[src/rtl/erase_block_guard.sv]
module erase_block_guard #(
  parameter int ADDR_W   = 24,
  parameter int SMALL_LG = 12,
  parameter int MID_LG   = 15,
  parameter int BIG_LG   = 16
) (
  input  logic              clk,
  input  logic              rst_n,
  input  logic              hw_stby,
  input  logic              sw_stby,
  input  logic              wr_en_q,
  input  logic              flash_on,
  input  logic              reg_sel,
  input  logic              wr_stb,
  input  logic [7:0]        wdata,
  output logic [7:0]        rdata,
  input  logic [ADDR_W-1:0] chk_addr,
  output logic              erase_ok
);

  localparam int NBLK = 16;

  function automatic int blk_lg(input int i);
    return (i < 8) ? SMALL_LG : ((i == 8) ? MID_LG : BIG_LG);
  endfunction

  function automatic longint blk_base(input int i);
    if (i < 8)  return longint'(i) << SMALL_LG;
    if (i == 8) return longint'(8) << SMALL_LG;
    return (longint'(8) << SMALL_LG) + (longint'(1) << MID_LG) + (longint'(i - 9) << BIG_LG);
  endfunction

  localparam longint TOP = blk_base(NBLK - 1) + (longint'(1) << BIG_LG);

  logic [15:0] sel_q;
  logic [15:0] merged;
  logic [15:0] nxt;
  logic [15:0] hit;

  wire hold_clr = hw_stby | sw_stby | ~wr_en_q;
  wire do_wr    = wr_stb & flash_on & ~hold_clr;

  assign merged = reg_sel ? {wdata, sel_q[7:0]} : {sel_q[15:8], wdata};
  assign nxt    = ($countones(merged) > 1) ? 16'h0000 : merged;

  always_ff @(posedge clk or negedge rst_n) begin
    if (!rst_n)        sel_q <= 16'h0000;
    else if (hold_clr) sel_q <= 16'h0000;
    else if (do_wr)    sel_q <= nxt;
  end

  assign rdata = !flash_on ? 8'h00 : (reg_sel ? sel_q[15:8] : sel_q[7:0]);

  for (genvar g = 0; g < NBLK; g++) begin : g_blk
    localparam int          LG   = blk_lg(g);
    localparam logic [ADDR_W-1:0] BASE = ADDR_W'(blk_base(g));
    assign hit[g] = (chk_addr >> LG) == (BASE >> LG);
  end

  assign erase_ok = |(hit & sel_q);

  // held clear under standby or missing write enable
  p_held_clear_r3: assert property (@(posedge clk) disable iff (!rst_n)
    (hw_stby || sw_stby || !wr_en_q) |=> (sel_q == 16'h0000));

  // never more than one block selected
  p_onehot_r4: assert property (@(posedge clk) disable iff (!rst_n)
    $onehot0(sel_q));

  // flash disabled leaves selection untouched
  p_flash_off_keep_r5: assert property (@(posedge clk) disable iff (!rst_n)
    (!flash_on && !hw_stby && !sw_stby && wr_en_q) |=> $stable(sel_q));

  // single-bit low write with empty high register lands next edge
  p_write_lands_r6: assert property (@(posedge clk) disable iff (!rst_n)
    (wr_stb && flash_on && wr_en_q && !hw_stby && !sw_stby && !reg_sel &&
     sel_q[15:8] == 8'h00 && $countones(wdata) <= 1) |=> (sel_q[7:0] == $past(wdata)));

  // permission implies exactly one selected block
  p_single_r7: assert property (@(posedge clk) disable iff (!rst_n)
    erase_ok |-> ($countones(sel_q) == 1));

  // nothing above the array is erasable
  p_range_r9: assert property (@(posedge clk) disable iff (!rst_n)
    erase_ok |-> (longint'(chk_addr) < TOP));

endmodule

[config.mk]
export PLATFORM = sky130hd
export DESIGN_NAME = erase_block_guard
export DESIGN_NICKNAME = d
export VERILOG_FILES = /design/src/rtl/erase_block_guard.sv
export SDC_FILE = /design/constraint.sdc
export NUM_CORES = 1
export LEC_CHECK = 0
export CAP_MARGIN = 20
export CORE_MARGIN = 5
export CORE_UTILIZATION = 46
export DETAILED_ROUTE_END_ITERATION = 7
export HOLD_SLACK_MARGIN = 0.08
export PLACE_DENSITY = 0.8
export SLEW_MARGIN = 30
export SYNTH_ARGS = -nofsm -noshare
export SYNTH_HDL_FRONTEND = slang
export SYNTH_SLANG_ARGS = --single-unit
export TNS_END_PERCENT = 30
[constraint.sdc]
create_clock -name clk -period 4.76 [get_ports clk]
set_clock_uncertainty 0.15 [all_clocks]
set_input_delay 1.19 -clock clk [delete_from_list [all_inputs] [get_ports clk]]
set_output_delay 1.19 -clock clk [all_outputs]
set_load 0.01 [all_outputs]
==> results.yml, run 1 <==
power_and_ir_drop:
  p_per_area_mw_per_mm2: 221
  finalPower_uw: 476
  p_leak_uw: 0.000957
  peakVddDrop_uv: 181
cts:
  cts_tree: "built"
  clk-insertion-delay-late_ps: 290
  cts-root-buf: "clkbuf_4"
  htreeDepth: 1
  cts.sinks: 16
  cts_buffer_depth: 2
  clk_pin_slew_ps: 90
  cts_buffers: 3
routing:
  via_count: 1312
  drt_wl_total_um: 4190
  antenna_left: 0
  drc: 0
  dr.first_iter.drc_count: 60
  viasPerCell: 5.73
  routedWlPerCell_um: 18.3
  drtPass1Iterations: 5
logic_synthesis:
  synth_top_area_cell: "dfrtp_1"
  synth_cell_types: 31
  netlist_area_mm2: 0.00149
  synthTopCellsByCount: "mux2i_1, dfrtp_1, a22o_1, inv_1, fa_1"
  yosysTopAreaCellShare_pct: 26.9
  avgSynthCellArea_um2: 11.2
  synth_cells: 133
  yosysMostFrequentCell: "mux2i_1"
  synthTopCellsByArea: "dfrtp_1, mux2i_1, fa_1"
  synthArstFlopShare_pct: 100
  synth_warnings: 0
  ys.flop_type: "dfrtp_1"
  synth.ff_latch_count: 16
  syn_nets: 188
  synth_edf_count: 0
  ys_seq_area_share_pct: 26.9
final_layout:
  reg_top3: "sel_q: 16 flops"
  syn2layout_area_growth_pct: 45.0
  drive_above_1_share_pct: 25.4
  fill_cells: 238
  largest_reg_flops: 16
  n_antenna_cell: 0
  final_core_util_pct: 70.0
  regMostFlops: "sel_q"
  nets: 241
  final-instance-count-excl-fill: 229
min_path:
  hold_class: "reg -> reg"
worst_setup_path:
  slowest_stage: "fa_1"
  criticalPathCategory: "in -> reg"
  path_max_fanout: 8
  required_ps: 4840
  slowest_delay_ps: 560
  path_cells: "buf_8, buf_12, mux2i_4, fa_1, inv_2, fa_1, fa_1, fa_1, ha_2, inv_2, fa_1, nor3b_4, o2111ai_4, o21ai_4, a22o_1"
  arrival_ps: 5470
  start_kind: "primary input"
  cp_common_cell: "fa_1"
  worstSetupEndpointType: "register"
sta:
  slew-limit-headroom_pct: 54.2
  worst_hold_slack_ps: 446
  max_freq_mhz: 186
  worstMarginPinSlew_ps: 685
  worst_slack_ps: -629
  rsz0062_at_grt: "yes"
  min_period_ps: 5390
  hold_violations: 0
  tns_ps: -9010
  period_share_pct: 113
  finalSetupViolations: 16
  finalMaxSlewViolations: 0
die:
  core_region_area_mm2: 0.00308
  rows: 20
  die_width_um: 66.8
  initial_core_util_pct: 48.3
  ios: 49
  die_y_um: 66.8
  dieArea_mm2: 0.00447
place:
  placed_cells: 222
  portBuffers: 36
  place_congestion: 0.964
  dpl.hpwl_um: 3230
global_route:
  overflow: 0
  grt_pass1_vias: 1376
  grt_pass1_wl_um: 6900
  grt_max_degree: 17
  grtUsageTotal_pct: 21.0
  antenna_found_initial: 0
run_status:
  violations: "setup timing"
  status: "complete, but fails checks"
job:
  cap_violations: 0
==> where the power goes <==
group | total (µW) | switching, µW | internal (µW)
sequential | 141 | 2.92 | 138
clock | 91.7 | 45.1 | 46.7
combinational | 243 | 117 | 126
total | 476 | 165 | 311
==> cells by family (layout without fill, tap and decap cells) <==
logic type	after synthesis	count (layout)	share of synthesized area, %
flops	16	16	26.9
mux	30	30	21.7
simple gates	26	26	11.3
buf+inv	19	71	5.47
compound gates	27	27	16.9
fa+ha+maj	15	15	17.7
==> cell usage in the layout, fill, tap and decap left out, types with 3 or more instances in the layout <==
cell / instances
a21oi_1: 4
a22o_1: 14
buf_4: 15
clkbuf_4: 3
clkdlybuf4s50_1: 30
dfrtp_1: 16
dlygate4sd2_1: 4
fa_1: 10
ha_1: 4
inv_1: 12
mux2_2: 5
mux2i_1: 16
mux2i_4: 6
nand2_1: 6
nor2b_1: 8
==> metrics by stage <==
stage / worst slack, ps / instance area (µm²)
CTS: -598 / 2150
finish: -629 / 2160
floorplan: -610 / 1550
global route: -848 / 2160
detailed placement: -1290 / 2010
global placement: -1150 / 2010
==> what timing repair did <==
action / CTS / global route
gates cloned: 1 / 0
setup buffers: 1 / 1
setup endpoints to repair: 16 / 16
hold buffers: 0 / 0
pin swaps: 13 / 14
gates resized for setup: 24 / 3
==> critical path: cells and delay by family <==
| family | cells | cell delay, ps |
|---|---|---|
| AND/OR/NAND/NOR | 1 | 210 |
| buffers and inverters | 4 | 330 |
| adder cells (fa/ha/maj) | 6 | 2750 |
| AO/OA/AOI/OAI | 3 | 780 |
| multiplexers | 1 | 190 |
==> layer usage <==
| metal | share of wire, % | routed length [µm] | global-route usage (%) |
|---|---|---|---|
| met1 | 38 | 1610 | 24.1 |
| met2 | 52 | 2190 | 38.7 |
| met3 | 6.0 | 252 | 2.70 |
| met4 | 3.3 | 140 | 8.38 |
| met5 | 0 | 0 | 0 |
==> final timing paths <==
check | from | to | slack, ps | depth (start not counted)
min in group asynchronous | rst_n | sel_q[15] | 1150 | 1
worst min-delay path | sel_q[4] | sel_q[4] | 450 | 1
worst max register to register | sel_q[5] | sel_q[0] | 120 | 13
worst max-delay path | reg_sel | sel_q[0] | -630 | 15
worst min register to register | sel_q[4] | sel_q[4] | 450 | 1
max in group asynchronous | rst_n | sel_q[12] | 2880 | 1
==> area by class of cell <==
class,instances,area (µm²),share of cell area [%]
tap,44,55.1,2.55
sequential,16,400,18.6
clock buffer,4,36.3,1.68
multi-input combinational,98,1100,50.8
timing repair buffer,53,515,23.9
inverter,14,52.6,2.44
Note: power is estimated with default switching activity, not from simulation.
==> run 2, diff against run 1 <==
--- a/config.mk
+++ b/config.mk
@@ -5,13 +5,12 @@
 export SDC_FILE = /design/constraint.sdc
 export NUM_CORES = 1
 export LEC_CHECK = 0
-export CAP_MARGIN = 20
 export CORE_MARGIN = 5
 export CORE_UTILIZATION = 46
 export DETAILED_ROUTE_END_ITERATION = 7
 export HOLD_SLACK_MARGIN = 0.08
 export PLACE_DENSITY = 0.8
-export SLEW_MARGIN = 30
+export SKIP_CTS_REPAIR_TIMING = 1
 export SYNTH_ARGS = -nofsm -noshare
 export SYNTH_HDL_FRONTEND = slang
 export SYNTH_SLANG_ARGS = --single-unit
==> run 2 against run 1 <==
The flow still finishes with violations (setup timing). Sequential power about the same. Design area up 1.2%. Highest routed layer unchanged. Combinational power about the same. Register-to-register slack better by 70 ps. Sequential share of layout area down 0.21 points. Largest cell class unchanged. Clock power down 4.1%.
==> results.yml, run 2 (synthesis results as in run 1) <==
run_status:
  status: "complete, but fails checks"
  violations: "setup timing"
cts:
  cts-root-buf: "clkbuf_4"
  cts.sinks: 16
  cts_buffers: 3
  htreeDepth: 1
  cts_buffer_depth: 2
  clk-insertion-delay-late_ps: 290
  clk_pin_slew_ps: 80
  cts_tree: "built"
routing:
  routedWlPerCell_um: 18.5
  dr.first_iter.drc_count: 60
  viasPerCell: 5.68
  drc: 0
  drt_wl_total_um: 4240
  antenna_left: 0
  drtPass1Iterations: 4
  via_count: 1301
global_route:
  grtUsageTotal_pct: 18.1
  overflow: 0
  antenna_found_initial: 0
  grt_pass1_vias: 1326
  grt_max_degree: 17
  grt_pass1_wl_um: 6110
worst_setup_path:
  path_max_fanout: 8
  start_kind: "primary input"
  criticalPathCategory: "in -> reg"
  path_delay_family: "adder cells"
  slowest_delay_ps: 540
  path_cells: "buf_8, clkbuf_16, mux2i_4, fa_1, inv_1, fa_1, fa_1, fa_1, ha_2, inv_2, fa_1, nor3b_4, o2111ai_4, o21ai_4, a22o_1"
  arrival_ps: 5380
  cp-startpoint: "reg_sel"
  r2r-start: "sel_q[5]"
  required_ps: 4830
  slowest_stage: "fa_1"
  worstSetupEndpointType: "register"
  worst-path-buf-inv: 4
  cp_common_cell: "fa_1"
place:
  place_congestion: 0.964
  place_ws_ps: -1290
  place_area_mm2: 0.00201
  portBuffers: 36
  placed_cells: 222
  dpl.hpwl_um: 3230
sta:
  min_period_ps: 5310
  period_share_pct: 112
  finalMaxSlewViolations: 0
  worst_slack_ps: -550
  slew-limit-headroom_pct: 55.3
  rsz0062_at_grt: "yes"
  max_freq_mhz: 188
  finalSetupViolations: 16
  tns_ps: -8050
  hold_violations: 0
  worstMarginPinSlew_ps: 669
die:
  dieArea_mm2: 0.00447
  core_region_area_mm2: 0.00308
  die_width_um: 66.8
  ios: 49
  die_y_um: 66.8
  rows: 20
  initial_core_util_pct: 48.3
final_layout:
  reg_top3: "sel_q: 16 flops"
  final_common_cell: "clkdlybuf4s50_1"
  syn2layout_area_growth_pct: 46.7
  multi_input_area_mm2: 0.00110
  finalInstanceArea_mm2: 0.00218
  largest_reg_flops: 16
  final-instance-count-excl-fill: 229
  n_antenna_cell: 0
  fill_cells: 226
  regMostFlops: "sel_q"
  nets: 241
  layout_common_cells: "clkdlybuf4s50_1, mux2i_1, dfrtp_1, buf_4, a22o_1"
  regArea_um2: 400
  drive_above_1_share_pct: 24.3
power_and_ir_drop:
  p_leak_uw: 0.00100
  finalPower_uw: 471
  peakVddDrop_uv: 183
  p_per_area_mw_per_mm2: 216
min_path:
  hold_class: "reg -> reg"
  min-delay-start: "sel_q[10]"
job:
  cap_violations: 0
## run 2: worst paths after layout
kind | endpoint | slack (ps) | cells after the start
max | sel_q[0] | -550 | 15
min reg2reg | sel_q[10] | 430 | 1
min in group asynchronous | sel_q[15] | 1150 | 1
max reg2reg | sel_q[0] | 190 | 13
min | sel_q[10] | 430 | 1
max in group asynchronous | sel_q[12] | 2880 | 1
## run 2: where the power goes
| group | total, µW | switching [µW] | leakage, µW | internal [µW] |
|---|---|---|---|---|
| clock | 87.9 | 41.2 | 0.0000210 | 46.6 |
| combinational | 243 | 116 | 0.000755 | 127 |
| sequential | 140 | 2.83 | 0.000223 | 138 |
| total | 471 | 160 | 0.00100 | 311 |
## run 2: cell type report
| type | instances | area share (%) |
|---|---|---|
| multi-input cells | 98 | 50.5 |
| repair buffers | 53 | 24.6 |
| flip-flops and latches | 16 | 18.4 |
| well taps | 44 | 2.52 |
| inverters | 14 | 2.41 |
| clock buffers | 4 | 1.66 |
## run 2: per-stage QoR
stage                     util [%]  hold WS [ps]
after floorplan                  -           338
after global placement        65.4           396
after detailed placement      65.4           402
after CTS                     66.6           423
after global routing          70.9           460
final                         70.9           428
## run 2: routing by layer
layer	GRT usage, %	vias up	routed length [µm]
met1	21.3	649	1550
met4	7.11	0	131
met3	1.85	13	234
li1	-	586	-
met2	33.4	53	2320
met5	0	-	0
## run 2: worst reg2reg max path: stages (launching register included)
cell       delay (ps)
dfrtp_1           490
mux2i_4           140
fa_1              520
inv_1              50
fa_1              510
fa_1              430
fa_1              500
ha_2              190
inv_2              40
fa_1              490
nor3b_4           210
o2111ai_4         250
o21ai_4           320
a22o_1            200
==> run 3, diff against run 2 <==
--- a/config.mk
+++ b/config.mk
@@ -8,6 +8,7 @@
 export CORE_MARGIN = 5
 export CORE_UTILIZATION = 46
 export DETAILED_ROUTE_END_ITERATION = 7
+export GPL_ROUTABILITY_DRIVEN = 1
 export HOLD_SLACK_MARGIN = 0.08
 export PLACE_DENSITY = 0.8
 export SKIP_CTS_REPAIR_TIMING = 1
==> results of run 3 <==
No change in the layout: final DEF, timing and power equal those of run 2.
